File: config.mk
export PLATFORM = sky130hd
export DESIGN_NAME = lsr_status_bank
export DESIGN_NICKNAME = d
export VERILOG_FILES = /design/src/rtl/lsr_pkg.sv /design/src/rtl/lsr_edge_det.sv /design/src/rtl/lsr_latch_bank.sv /design/src/rtl/lsr_reg_if.sv /design/src/rtl/lsr_status_bank.sv
export SDC_FILE = /design/constraint.sdc
export NUM_CORES = 1
export LEC_CHECK = 0
export ABC_CLOCK_PERIOD_IN_PS = 2500
export CAP_MARGIN = 20
export CORE_UTILIZATION = 40
export DETAILED_ROUTE_END_ITERATION = 10
export PLACE_DENSITY = 0.68
export SYNTH_ARGS = -nofsm -noshare
export SYNTH_HDL_FRONTEND = slang
export SYNTH_HIERARCHICAL = 1
export SYNTH_SLANG_ARGS = --single-unit
export TNS_END_PERCENT = 30
File: constraint.sdc
create_clock -name clk -period 2.5 [get_ports clk]
set_clock_uncertainty 0.05 [all_clocks]
set_input_delay 0.75 -clock clk [delete_from_list [all_inputs] [get_ports clk]]
set_output_delay 0.75 -clock clk [all_outputs]
set_load 0.01 [all_outputs]
File: src/rtl/lsr_pkg.sv
`timescale 1ns/1ps
package lsr_pkg;
  localparam int ADDR_W = 9;
  localparam int DATA_W = 8;
  localparam int IDX_W  = 6;
  localparam int PG_W   = ADDR_W - IDX_W;

  localparam logic [PG_W-1:0] PG_RT  = 3'd0;
  localparam logic [PG_W-1:0] PG_LAT = 3'd1;
  localparam logic [PG_W-1:0] PG_IE  = 3'd2;

  // page number: upper address bits
  function automatic logic [PG_W-1:0] addr_page(input logic [ADDR_W-1:0] a);
    return a[ADDR_W-1:IDX_W];
  endfunction

  // byte index inside a page
  function automatic logic [IDX_W-1:0] addr_index(input logic [ADDR_W-1:0] a);
    return a[IDX_W-1:0];
  endfunction

  // transition test against the selected edge kinds
  function automatic logic edge_hit(input logic cur, input logic prev,
                                    input logic rise_en, input logic fall_en);
    return (cur & ~prev & rise_en) | (~cur & prev & fall_en);
  endfunction

  // next latched value: an event always wins over a clear
  function automatic logic next_latch(input logic cur_bit, input logic hit,
                                      input logic we, input logic wbit,
                                      input logic is_lock);
    logic clr;
    clr = we & (is_lock ? ~wbit : wbit);
    return hit | (cur_bit & ~clr);
  endfunction
endpackage

File: src/rtl/lsr_edge_det.sv
`timescale 1ns/1ps
module lsr_edge_det #(
  parameter int N = 12,
  parameter logic [N-1:0] RISE_MASK = '0,
  parameter logic [N-1:0] FALL_MASK = '0
) (
  input  logic         clk,
  input  logic         rst_n,
  input  logic [N-1:0] sig_in,
  output logic [N-1:0] sig_lvl,
  output logic [N-1:0] evt
);
  import lsr_pkg::*;

  logic [N-1:0] prev_q;

  always_ff @(posedge clk) begin
    sig_lvl <= sig_in;
    if (!rst_n) prev_q <= sig_in;
    else        prev_q <= sig_lvl;
  end

  for (genvar i = 0; i < N; i++) begin : g_bit
    assign evt[i] = edge_hit(sig_lvl[i], prev_q[i], RISE_MASK[i], FALL_MASK[i]);
  end
endmodule

File: src/rtl/lsr_latch_bank.sv
`timescale 1ns/1ps
module lsr_latch_bank #(
  parameter int N = 12,
  parameter logic [N-1:0] LOCK_MASK = '0
) (
  input  logic         clk,
  input  logic         rst_n,
  input  logic [N-1:0] evt,
  input  logic [N-1:0] we,
  input  logic [N-1:0] wbit,
  output logic [N-1:0] lat
);
  import lsr_pkg::*;

  logic [N-1:0] lat_d;

  for (genvar i = 0; i < N; i++) begin : g_bit
    assign lat_d[i] = next_latch(lat[i], evt[i], we[i], wbit[i], LOCK_MASK[i]);
  end

  always_ff @(posedge clk) begin
    if (!rst_n) lat <= '0;
    else        lat <= lat_d;
  end
endmodule

File: src/rtl/lsr_reg_if.sv
`timescale 1ns/1ps
module lsr_reg_if #(
  parameter int N = 12
) (
  input  logic                       clk,
  input  logic                       rst_n,
  input  logic [lsr_pkg::ADDR_W-1:0] addr,
  input  logic                       wr_en,
  input  logic [lsr_pkg::DATA_W-1:0] wr_data,
  input  logic                       rd_en,
  input  logic [N-1:0]               sig_lvl,
  input  logic [N-1:0]               lat,
  output logic [N-1:0]               lat_we,
  output logic [N-1:0]               wbit,
  output logic [N-1:0]               ie,
  output logic [lsr_pkg::DATA_W-1:0] rd_data
);
  import lsr_pkg::*;

  localparam int NB = (N + DATA_W - 1) / DATA_W;
  localparam int NP = NB * DATA_W;

  logic [PG_W-1:0]   page;
  logic [IDX_W-1:0]  idx;
  logic [N-1:0]      ie_we;
  logic [NP-1:0]     rt_pad, lat_pad, ie_pad;
  logic [DATA_W-1:0] rd_next;

  assign page = addr_page(addr);
  assign idx  = addr_index(addr);

  for (genvar i = 0; i < N; i++) begin : g_bit
    localparam logic [IDX_W-1:0] BI = IDX_W'(i / DATA_W);
    assign lat_we[i] = wr_en && (page == PG_LAT) && (idx == BI);
    assign ie_we[i]  = wr_en && (page == PG_IE)  && (idx == BI);
    assign wbit[i]   = wr_data[i % DATA_W];
  end

  always_ff @(posedge clk) begin
    if (!rst_n) ie <= '0;
    else        ie <= (ie & ~ie_we) | (wbit & ie_we);
  end

  always_comb begin
    rt_pad  = '0;
    lat_pad = '0;
    ie_pad  = '0;
    rt_pad[N-1:0]  = sig_lvl;
    lat_pad[N-1:0] = lat;
    ie_pad[N-1:0]  = ie;
  end

  always_comb begin
    rd_next = '0;
    for (int k = 0; k < NB; k++) begin
      if (idx == IDX_W'(k)) begin
        case (page)
          PG_RT:   rd_next = rt_pad[k*DATA_W +: DATA_W];
          PG_LAT:  rd_next = lat_pad[k*DATA_W +: DATA_W];
          PG_IE:   rd_next = ie_pad[k*DATA_W +: DATA_W];
          default: rd_next = '0;
        endcase
      end
    end
  end

  always_ff @(posedge clk) begin
    if (!rst_n)     rd_data <= '0;
    else if (rd_en) rd_data <= rd_next;
  end
endmodule

File: src/rtl/lsr_status_bank.sv
`timescale 1ns/1ps
module lsr_status_bank #(
  parameter int N = 12,
  parameter logic [N-1:0] RISE_MASK = 12'hF0F,
  parameter logic [N-1:0] FALL_MASK = 12'hFF0,
  parameter logic [N-1:0] LOCK_MASK = 12'h300
) (
  input  logic                       clk,
  input  logic                       rst_n,
  input  logic [lsr_pkg::ADDR_W-1:0] addr,
  input  logic                       wr_en,
  input  logic [lsr_pkg::DATA_W-1:0] wr_data,
  input  logic                       rd_en,
  output logic [lsr_pkg::DATA_W-1:0] rd_data,
  input  logic [N-1:0]               sig_in,
  output logic                       irq
);
  logic [N-1:0] sig_lvl;
  logic [N-1:0] evt;
  logic [N-1:0] lat;
  logic [N-1:0] lat_we;
  logic [N-1:0] wbit;
  logic [N-1:0] ie;
  logic [N-1:0] irq_src;

  lsr_edge_det #(.N(N), .RISE_MASK(RISE_MASK), .FALL_MASK(FALL_MASK)) u_edge (
    .clk(clk), .rst_n(rst_n), .sig_in(sig_in), .sig_lvl(sig_lvl), .evt(evt)
  );

  lsr_latch_bank #(.N(N), .LOCK_MASK(LOCK_MASK)) u_latch (
    .clk(clk), .rst_n(rst_n), .evt(evt), .we(lat_we), .wbit(wbit), .lat(lat)
  );

  lsr_reg_if #(.N(N)) u_regs (
    .clk(clk), .rst_n(rst_n), .addr(addr), .wr_en(wr_en), .wr_data(wr_data),
    .rd_en(rd_en), .sig_lvl(sig_lvl), .lat(lat), .lat_we(lat_we),
    .wbit(wbit), .ie(ie), .rd_data(rd_data)
  );

  assign irq_src = lat & ie & ~LOCK_MASK;
  assign irq     = |irq_src;
endmodule

-- Word-level counts from Yosys, hierarchy flattened
Index checks and enable logic that the tools add are counted.
- bits in registers: 56
- latch bits: 0
- memory bits (writable): 0
- ROM bits: 0
- logic and storage cells: 113
- memories: 0
- add/subtract/negate cells: 0
- multiply operators: 0
- div/mod/pow operators: 0
- magnitude comparators: 0
- equal/unequal tests: 3
- shift operators: 0
- muxes and demuxes: 5
- bitwise gates (word level): 91
- reductions and logical operators: 9
- operator list (kind ; count):
    1-bit bitwise AND ; 40
    12-bit bitwise AND ; 3
    1-bit NOT ; 30
    8-bit one-hot mux with 3 select lines ; 1
    8-bit 2-to-1 mux ; 2
    1-bit bitwise OR ; 16
    12-bit 2-to-1 mux ; 1
    12-bit NOT ; 1
    12-bit bitwise OR ; 1
    4-bit one-hot mux with 3 select lines ; 1
    10-bit OR reduction ; 1
    6-bit by 1-bit == test with 1-bit output (second input constant) ; 1
    1-bit logical AND ; 6
    6-bit zero test ; 1
    3-bit by 1-bit == test with 1-bit output (second input constant) ; 1
    3-bit by 2-bit == test with 1-bit output (second input constant) ; 1
    3-bit zero test ; 1

-- Logic depth before layout (Yosys ltp)
Gate-level depths: netlist of the first run.
- depth in word-level cells: 7
- gate-level depth with buffers: 7
- gate-level depth less buffers: 5

-- Hierarchy
Netlist of the first run, hierarchy kept.
- modules (own cells, without submodules) (module ; times used ; cells each ; area each (um^2) ; sequential area each (um^2)):
    lsr_reg_if ; 1 ; 143 ; 1313.8 ; 400.4
    lsr_edge_det ; 1 ; 49 ; 749.5 ; 480.5
    lsr_latch_bank ; 1 ; 49 ; 514.2 ; 240.2
    lsr_status_bank ; 1 ; 6 ; 52.6 ; 0.0

-- Least setup slack after synthesis of the first run
No wires, ideal clock.
- kind: input port to flip-flop
- from: input port addr[5] (netlist name)
- to: register u_latch.lat[9]
- setup time: 119 ps
- arrival: 1838 ps
- required time: 2331 ps
- slack: 493 ps
- stages: 7
- path buffers: 2
- cell sequence: nor2_2 -> and3_1 -> buf_2 -> nor2b_1 -> buf_4 -> nor3b_1 -> nor2_1
- longest elaborated chain between the ends: 6
- RTL lines (item ; line ; text):
    start: declaration ; lsr_status_bank.sv:10 ; input logic [lsr_pkg::ADDR_W-1:0] addr,
    6-bit by 1-bit == test with 1-bit output ; n/a ;
    1-bit logical AND ; n/a ;
    via lat_we[8] ; lsr_status_bank.sv:21 ; logic [N-1:0] lat_we;
    1-bit bitwise AND ; lsr_pkg.sv:33 ; clr = we & (is_lock ? ~wbit : wbit);
    1-bit NOT ; lsr_pkg.sv:34 ; return hit | (cur_bit & ~clr);
    1-bit bitwise AND ; lsr_pkg.sv:34 ;
    1-bit bitwise OR ; lsr_pkg.sv:34 ;
    end signal: assignment ; lsr_latch_bank.sv:23 ; else lat <= lat_d;
    end: declaration ; lsr_latch_bank.sv:11 ; output logic [N-1:0] lat
The timed path passes the listed nets, and every way through them passes these cells.
A chain may end at the register's enable or synchronous reset.

-- Worst setup path after layout of the first run
- from: register u_latch.lat[7]
- to: output port irq
- longest elaborated chain between the ends: 2
- RTL lines (item ; line ; text):
    12-bit bitwise AND ; lsr_status_bank.sv:40 ; assign irq_src = lat & ie & ~LOCK_MASK;
    10-bit OR reduction ; lsr_status_bank.sv:41 ; assign irq = |irq_src;
    end: declaration ; lsr_status_bank.sv:16 ; output logic irq
No other way between the ends.

==> results of run 1 <==
cell type report:
cell class / count / share of cell area (%)
clock buffer: 6 / 2.35
clock inverter: 2 / 1.26
inverter: 10 / 1.22
multi-input combinational: 151 / 40.3
sequential: 56 / 36.3
tap: 77 / 3.12
timing repair buffer: 49 / 15.4
logic make-up (layout without fill, tap and decap cells):
family                    after synthesis  in the layout  share of synthesized area, %
muxes                                  32             32                          14.2
and+or+nand+nor                        60             60                          14.6
DFF                                    56             56                          42.6
buffers and inverters                  40             67                          10.0
xor gates and xnor gates                4              4                          1.33
AOI/OAI and AO/OA                      55             55                          17.3
placed cells by master (no fill, tap or decap), types with 7 or more instances in the layout:
| cell | netlist | layout |
|---|---|---|
| nand2_1 | 10 | 10 |
| mux2_4 | 10 | 10 |
| inv_1 | 10 | 10 |
| a22oi_1 | 7 | 7 |
| a31oi_2 | 8 | 8 |
| mux2i_1 | 20 | 20 |
| buf_4 | 24 | 7 |
| o21ai_2 | 8 | 8 |
| clkdlybuf4s50_1 | 0 | 39 |
| o2bb2ai_1 | 12 | 12 |
| dfxtp_1 | 56 | 56 |
| o21ai_0 | 8 | 8 |
| nor2b_1 | 28 | 28 |
routing by layer:
layer / global-route usage [%] / part of all wire [%]
met5: 0 / 0
met4: 5.17 / 1.0
met3: 5.07 / 4.2
met2: 25.8 / 46
met1: 21.3 / 48
critical path, cell delays in order (launching register included):
cell,delay (ps)
dfxtp_1,350
a22o_1,240
a221oi_2,180
nand4_1,150
dlygate4sd2_1,310
how the worst max path moves through the flow:
stage                        start           endpoint  cells past startpoint
global route        u_latch/lat[7]                irq                      4
detailed placement         addr[6]     u_latch/lat[8]                      6
CTS                 u_latch/lat[7]                irq                      4
floorplan                  addr[5]     u_latch/lat[9]                      7
finish              u_latch/lat[7]                irq                      4
global placement           addr[6]  u_regs/rd_data[3]                      6
stage by stage:
stage	power (mW)	setup slack, ps	utilization [%]
2_1_floorplan	1.11	493	-
3_3_place_gp	1.19	200	46.9
3_5_place_dp	1.20	156	46.9
4_1_cts	1.80	129	48.6
5_1_grt	1.85	68.9	48.6
6_report	1.77	145	48.6
power by group through the flow:
stage                     registers, mW  clock network [mW]  logic [mW]
after CTS                         0.965               0.619       0.212
after global placement            0.984                   0       0.207
after detailed placement          0.985                   0       0.211
after global routing              0.970               0.652       0.229
after floorplan                   0.976                   0       0.139
final                             0.965               0.597       0.212
timing repair:
action / 4_1_cts / 5_1_grt
endpoints found under the hold margin: 0 / 0
hold buffers: 0 / 0
gates resized for setup: 1 / 0
endpoints found under the setup margin: 1 / 0
==> key figures, run 1 <==
Worst setup path
  – Startpoint types: flip-flop
  – Crit-path max FO: 3
  – Worst reg2reg path depth: 4
  – Reg2reg end: u_regs/rd_data[0]
  – R2r setup slk: around 1400 ps
  – Critical R2R Launch: u_latch/lat[0]
  – Crit end category: primary output
  – Required time worst endpoint: about 1700 ps
  – Crit path DAT: ~1600 ps
  – Setup CP Type: reg -> out

Placed design
  – IO buf count: 41
  – Hpwl dp: 3830 um
  – Placed Instance Area: between 0.002 and 0.003 sq mm
  – Placed insts: between 300 and 400
  – Gpl congestion: slightly below 0.8

Synthesis
  – Seq/Total Area, Yosys: between 40% and 50%
  – Cell Area, Synth: between 0.002 and 0.003 sq mm
  – Syn. warnings: 6
  – Yosys cell types: 36
  – Flops & latches, synth: 56
  – Syn_area_per_cell: 10.6 sq um
  – Area contributors post-synth: dfxtp_1, mux2i_1, buf_4, nor2b_1, mux2_4
  – Synthesized instance count: approximately 250
  – Cell with the most instances after synthesis: dfxtp_1
  – Post-synth ARST share: 0%
  – Ys flop type: dfxtp_1
  – Dominant cell type by area after synthesis: dfxtp_1
  – Synth cell count leaders: dfxtp_1, nor2b_1, buf_4
  – Post-synth EDFFs: 0
  – Synthesized net count: 280
  – Share of the synthesized area in the top cell type: roughly 43%

Worst hold path
  – Worst hold stages: 2
  – Hold Path Class: reg -> reg

Floorplanning
  – Initial core utilization: around two fifths
  – Io pins: between 40 and 50
  – Die Width: roughly 83 um
  – Cell Rows: 29
  – CORE AREA: 0.00635 sq mm
  – Die Y: between 80 and 90 um
  – Die area: about 0.0069 sq mm

Clock network
  – Num CTS Buffers: 5
  – Setup Fix Bufs, Post-CTS: 0
  – CTS tree: built
  – CTS clk-pin slew, worst paths: ~100 ps
  – Htree depth: 2
  – Worst skew pair latency: about 310 ps
  – Clock buffer depth: 2
  – Root Driver: clkbuf_8
  – Sink Count: 56

Pwr
  – Clock power share: 33.7%
  – Peak VDD IR: around 0.00039 V
  – Power per Cell Area: ~570 mW/mm^2
  – Combinational Power Share: a little under an eighth
  – Pleak: 1.19 nW
  – Switch share: 23.5%
  – Reg power frac: around 54%
  – Sw Pwr: approximately 0.42 mW
  – Pint: 1.36 mW

Final layout
  – Fillers: 609
  – # diodes: 0
  – Design Area, Final: approximately 0.0031 sq mm
  – Multi-input gate area: 0.00124 sq mm
  – Share of cells above drive strength 1: around 18%
  – Post-Layout Cell Count: approximately 350
  – Register area: 0.00112 sq mm
  – Fin nets: approximately 310
  – Area grow syn2layout: 17.4%

Route
  – Initial drt markers: between 100 and 150
  – Vias: 1800
  – Antenna Nets Post-Route: 0
  – DR vias/cell: 5.13
  – Drt wl/cell: ~15 um
  – DRT Pass-1 Iters: 4
  – Final WL: 5340 um
  – DRC viols: 0

Global route
  – Largest net degree at the start of global routing: 32
  – Initial antenna violation count: 0
  – First-pass GRT wire length: between 8000 and 9000 um
  – Vias in the first global route: 1735
  – GRT overflow: 0
  – All-Layer GR Usage: approximately 16%

STA
  – RSZ-0062 raised after global routing: false
  – Final Max Slew Viols: 0
  – Setup TNS: 0 ps
  – Slew margin rel.: 76.6%
  – Final period utilization: between 90% and 100%
  – Min Hold Slack: a little over 400 ps
  – Least-Margin Pin Slew: 348 ps
  – Final setup viols: 0
  – Min Tclk post-route: roughly 2400 ps
  – Hold Violations, Final: 0
  – Fmax: between 400 and 500 MHz

Run
  – Max Cap Viol: 0

Run status
  – Status: complete, no violations
(Power assumes the default switching activity.)
==> run 2: changes to the inputs <==
MAX_ROUTING_LAYER = met4   (was default)
==> run 2 against run 1 <==
Sequential power barely moved. Critical path depth did not move. Sequential share of layout area did not move. Non-clock buffer count did not move. Combinational power barely moved. Setup slack barely moved. Utilization did not move. Maximum frequency barely moved. Global-route usage rose by 0.47 points. Largest power group unchanged.
==> key figures, run 2 (synthesis gave the netlist of run 1 again) <==
Worst setup path
  – Buf/Inv on CP: 1 (unchanged)
  – CP cell instances: a22o_1 -> a221oi_2 -> nand4_1 -> dlygate4sd2_1
  – Startpoint types: flip-flop
  – Crit end category: primary output
  – Max incr delay on CP: 350 ps (about the same)
  – Crit-path max FO: 3 (unchanged)
  – Worst path top cell family by delay: compound AO/OA/AOI/OAI gates
  – Setup CP Type: reg -> out
  – Worst path slowest cell: dfxtp_1
  – Required time worst endpoint: 1700 ps (about the same)
  – Crit path DAT: 1550 ps (about the same)

Final layout
  – Multi-input gate area: 0.00124 sq mm (unchanged)
  – # diodes: 0 (unchanged)
  – Core Util, Final: 48.6% (unchanged)
  – Post-Layout Cell Count: 351 (unchanged)
  – Commonest non-fill, non-tap cell in the layout: dfxtp_1
  – Fillers: 609 (unchanged)
  – Most frequent cells in the layout: dfxtp_1, clkdlybuf4s50_1, nor2b_1
  – Fin nets: 306 (unchanged)
  – Share of cells above drive strength 1: 18.2% (unchanged)
  – Area grow syn2layout: 17.4% (unchanged)
  – Register area: 0.00112 sq mm (unchanged)

Pwr
  – Power Total: 1.77 mW (about the same)
  – Power per Cell Area: 574 mW/mm^2 (about the same)
  – Peak VDD IR: 0.000390 V (-0.15%)
  – Pleak: 1.19 nW (unchanged)

Route
  – Initial drt markers: 122 (+0.83%)
  – DRC viols: 0 (unchanged)
  – Drt wl/cell: 15.2 um (-0.22%)
  – Vias: 1800 (unchanged)
  – Wire length on met2: 2480 um (+0.32%)
  – M1 WL: 2580 um (-0.19%)
  – Met3 wire length: 212 um (-6.2%)
  – Final WL: 5330 um (-0.22%)
  – DR vias/cell: 5.13 (unchanged)
  – Antenna Nets Post-Route: 0 (unchanged)
  – DRT Pass-1 Iters: 4 (unchanged)
  – Highest routed layer: met4

Global route
  – GRT overflow: 0 (unchanged)
  – Initial antenna violation count: 0 (unchanged)
  – Vias in the first global route: 1737 (+0.12%)
  – All-Layer GR Usage: 16.8% (+0.47 points)
  – Largest net degree at the start of global routing: 32 (unchanged)
  – First-pass GRT wire length: 8760 um (about the same)

Clock network
  – Sink Count: 56 (unchanged)
  – Num CTS Buffers: 5 (unchanged)
  – CTS clk-pin slew, worst paths: 100 ps (about the same)
  – Root Driver: clkbuf_8
  – Worst skew pair latency: 310 ps (about the same)
  – Clock buffer depth: 2 (unchanged)
  – Hold buffers post-CTS: 0 (unchanged)
  – Htree depth: 2 (unchanged)
  – CTS tree: built

STA
  – Fmax: 425 MHz (about the same)
  – Final setup viols: 0 (unchanged)
  – Final period utilization: 94.2% (about the same)
  – Min Tclk post-route: 2350 ps (-0.315 ps)
  – Hold Violations, Final: 0 (unchanged)
  – Min Hold Slack: 407 ps (-0.771 ps)
  – Setup TNS: 0 ps (unchanged)
  – Slew margin rel.: 76.6% (unchanged)
  – Least-Margin Pin Slew: 348 ps (unchanged)
  – RSZ-0062 raised after global routing: false
  – Final Max Slew Viols: 0 (unchanged)

Floorplanning
  – Die Width: 83.1 um (unchanged)
  – Die area: 0.00690 sq mm (unchanged)
  – Die Y: 83.1 um (unchanged)
  – Cell Rows: 29 (unchanged)
  – Initial core utilization: 41.4% (unchanged)
  – CORE AREA: 0.00635 sq mm (unchanged)
  – Io pins: 42 (unchanged)

Run
  – Max Cap Viol: 0 (unchanged)

Placed design
  – IO buf count: 41 (unchanged)
  – Hpwl dp: 3830 um (unchanged)
  – Gpl congestion: 0.798 (+1.4%)
  – Placed insts: 343 (unchanged)

Worst hold path
  – Hold Path Class: reg -> reg

Run status
  – Status: complete, no violations
-- run 2: layout make-up --
| type | instances | area share (%) |
|---|---|---|
| Clock inverter | 2 | 1.26 |
| Inverter | 10 | 1.22 |
| Timing Repair Buffer | 49 | 15.4 |
| Multi-Input combinational cell | 151 | 40.3 |
| Tap cell | 77 | 3.12 |
| Clock buffer | 6 | 2.35 |
| Sequential cell | 56 | 36.3 |
-- run 2: worst paths after layout --
kind | to | cells past startpoint | slack [ps] | start
setup / recovery | irq | 4 | 150 | u_latch/lat[7]
setup reg to reg | u_regs/rd_data[0] | 4 | 1430 | u_latch/lat[0]
hold reg to reg | flip-flop | 2 | 410 | flip-flop
hold / removal | flip-flop | 2 | 410 | flip-flop
-- run 2: what timing repair did --
item,4_1_cts,5_1_grt
setup endpoints to repair,1,0
buffers inserted,0,0
gates resized for setup,1,0
-- run 2: metrics by stage --
stage	worst slack, ps	instance area (sq um)
after floorplan	493	2630
after global placement	200	2980
after detailed placement	156	2980
after CTS	129	3090
after global routing	68.9	3090
final	145	3090
-- run 2: metal layers --
metal	vias to the layer above	global-route usage, %
met5	-	-
met1	856	21.3
met4	0	5.17
met2	33	25.8
met3	5	5.07
li1	906	-
-- run 2: where the power goes --
| group | internal (mW) | switching (mW) |
|---|---|---|
| Combinational | 0.120 | 0.0919 |
| Sequential | 0.935 | 0.0301 |
| Clock | 0.303 | 0.294 |
-- run 2: worst reg2reg max path, cell delays in order (launching register included) --
cell	delay, ps
dfxtp_1	350
mux2i_1	150
o2bb2ai_1	90
a22oi_1	200
o21ai_0	110
==> run 3: changes to the inputs <==
--- a/constraint.sdc
+++ b/constraint.sdc
@@ -4,2 +4,2 @@
 set_output_delay 0.75 -clock clk [all_outputs]
-set_load 0.01 [all_outputs]
+set_load 0.1 [all_outputs]
==> run 3 against run 2 <==
Die area unchanged. Clock power shrank 15%. Sequential power barely moved. Power is 5.0% lower. Routed wire length decreased by 0.41%. Critical endpoint unchanged. Non-clock buffer count unchanged. Via count increased by 2.1%. First-iteration DRC count down 42%. Sequential share of layout area rose by 0.31 points. Cell count stayed put. Combinational power about the same.
==> key figures, run 3 (synthesis gave the netlist of run 1 again) <==
STA
  – RSZ-0062 raised after global routing: false
  – Final setup viols: 0 (unchanged)
  – Fmax: 431 MHz (+1.6%)
  – Min Hold Slack: 418 ps (+10.9 ps)
  – Final Max Slew Viols: 0 (unchanged)
  – Final period utilization: 92.7% (-1.5 points)
  – Slew margin rel.: 76.1% (-0.57 points)
  – Setup TNS: 0 ps (unchanged)
  – Hold Violations, Final: 0 (unchanged)
  – Min Tclk post-route: 2320 ps (-37.2 ps)
  – Least-Margin Pin Slew: 358 ps (+10.4 ps)
  – Final WS setup: 182 ps (+37.2 ps)

Placed design
  – Hpwl dp: 3860 um (+0.71%)
  – Placed Instance Area: 0.00297 sq mm (-0.34%)
  – IO buf count: 41 (unchanged)
  – Setup WS pre-CTS: 174 ps (+17.4 ps)
  – Placed insts: 343 (unchanged)
  – Gpl congestion: 0.838 (+5.0%)

Route
  – DRT Pass-1 Iters: 4 (unchanged)
  – DRC viols: 0 (unchanged)
  – DR vias/cell: 5.24 (+2.1%)
  – Final WL: 5310 um (-0.41%)
  – Initial drt markers: 71 (-42%)
  – Vias: 1838 (+2.1%)
  – Drt wl/cell: 15.1 um (-0.41%)
  – Antenna Nets Post-Route: 0 (unchanged)

Clock network
  – Number of gates resized after CTS: 0 (-1)
  – Setup Fix Bufs, Post-CTS: 0 (unchanged)
  – Clock buffer depth: 2 (unchanged)
  – Root Driver: clkbuf_8
  – Htree depth: 2 (unchanged)
  – Num CTS Buffers: 5 (unchanged)
  – CTS clk-pin slew, worst paths: 90 ps (about the same)
  – Worst skew pair latency: 300 ps (about the same)
  – CTS tree: built
  – Sink Count: 56 (unchanged)
  – Hold buffers post-CTS: 0 (unchanged)

Worst setup path
  – Reg2reg end: u_regs/rd_data[1]
  – Max incr delay on CP: 350 ps (about the same)
  – CP cell instances: a22o_1 -> a221oi_2 -> nand4_1 -> buf_12
  – Crit path DAT: 1520 ps (-30 ps)
  – Crit-path max FO: 3 (unchanged)
  – Crit end category: primary output
  – Setup CP Type: reg -> out
  – Required time worst endpoint: 1700 ps (about the same)
  – Critical R2R Launch: u_latch/lat[1]
  – Worst path slowest cell: dfxtp_1
  – Worst reg2reg path depth: 4 (unchanged)
  – Startpoint types: flip-flop
  – R2r setup slk: 1440 ps (about the same)

Final layout
  – Area grow syn2layout: 16.4%
  – Most frequent cells in the layout: dfxtp_1, clkdlybuf4s50_1, nor2b_1
  – Fillers: 591 (-3.0%)
  – Multi-input gate area: 0.00124 sq mm (unchanged)
  – Register area: 0.00112 sq mm (unchanged)
  – Post-Layout Cell Count: 351 (unchanged)
  – Commonest non-fill, non-tap cell in the layout: dfxtp_1
  – Fin nets: 306 (unchanged)
  – # diodes: 0 (unchanged)
  – Design Area, Final: 0.00306 sq mm (-0.85%)
  – Share of cells above drive strength 1: 21.5% (+3.3 points)

Pwr
  – Peak VDD IR: 0.000342 V (-12%)
  – Power per Cell Area: 550 mW/mm^2 (-4.2%)
  – Pleak: 1.20 nW (+0.43%)

Floorplanning
  – Die Width: 83.1 um (unchanged)
  – CORE AREA: 0.00635 sq mm (unchanged)
  – Die Y: 83.1 um (unchanged)
  – Die area: 0.00690 sq mm (unchanged)
  – Io pins: 42 (unchanged)
  – Cell Rows: 29 (unchanged)
  – Initial core utilization: 41.4% (unchanged)

Global route
  – GRT overflow: 0 (unchanged)
  – Initial antenna violation count: 0 (unchanged)
  – First-pass GRT wire length: 8680 um (-0.87%)
  – Largest net degree at the start of global routing: 32 (unchanged)
  – Vias in the first global route: 1795 (+3.3%)
  – All-Layer GR Usage: 16.6% (-0.25 points)

Worst hold path
  – Hold Path Class: reg -> reg
  – Worst hold stages: 2 (unchanged)

Run status
  – Status: complete, no violations

Run
  – Max Cap Viol: 0 (unchanged)
==> run 3: cell count changes in the layout (fill, tap and decap cells not counted) <==
cell	before	now
inv_6	1	0
buf_12	1	2
buf_4	7	15
clkbuf_8	5	6
dlygate4sd2_1	1	0
bufinv_16	1	0
clkdlybuf4s50_1	39	31
clkinvlp_4	0	1
==> run 3: layout make-up <==
| cell class | count | area share (%) |
|---|---|---|
| clock inverter | 1 | 0.245 |
| inverter | 10 | 1.23 |
| clock buffer | 7 | 2.82 |
| timing repair buffer | 49 | 15.3 |
| sequential | 56 | 36.6 |
| multi-input combinational | 151 | 40.7 |
| tap | 77 | 3.15 |
==> run 3: power breakdown <==
| group | total (mW) | leakage (nW) | internal (mW) | switching [mW] |
|---|---|---|---|---|
| Combinational | 0.214 | 0.691 | 0.120 | 0.0939 |
| Clock | 0.506 | 0.0445 | 0.226 | 0.281 |
| Sequential | 0.964 | 0.463 | 0.935 | 0.0294 |
==> run 3: worst max-delay path by stage <==
stage | endpoint | from
detailed placement | u_latch/lat[9] | addr[0]
global placement | u_regs/rd_data[3] | addr[6]
floorplan | irq | u_latch/lat[7]
global route | irq | u_latch/lat[7]
finish | irq | u_latch/lat[7]
CTS | irq | u_latch/lat[7]
==> run 3: metrics by stage <==
step	total power, mW	util (%)
after global routing	1.78	48.2
after detailed placement	1.20	46.7
after floorplan	1.12	-
after global placement	1.19	46.7
final	1.68	48.2
after CTS	1.71	48.2
==> run 3: critical path, delay by kind of cell (launching register included) <==
kind	cells	cell delay, ps
buf+inv	1	230
flops	1	350
simple gates	1	220
compound gates	2	420
==> run 3: routing by layer <==
layer | vias to the layer above | GRT usage [%] | share of wire (%)
li1 | 907 | - | -
met1 | 868 | 21.0 | 44
met2 | 54 | 25.7 | 48
met3 | 9 | 3.98 | 5.8
met4 | 0 | 5.96 | 1.6
met5 | - | - | 0
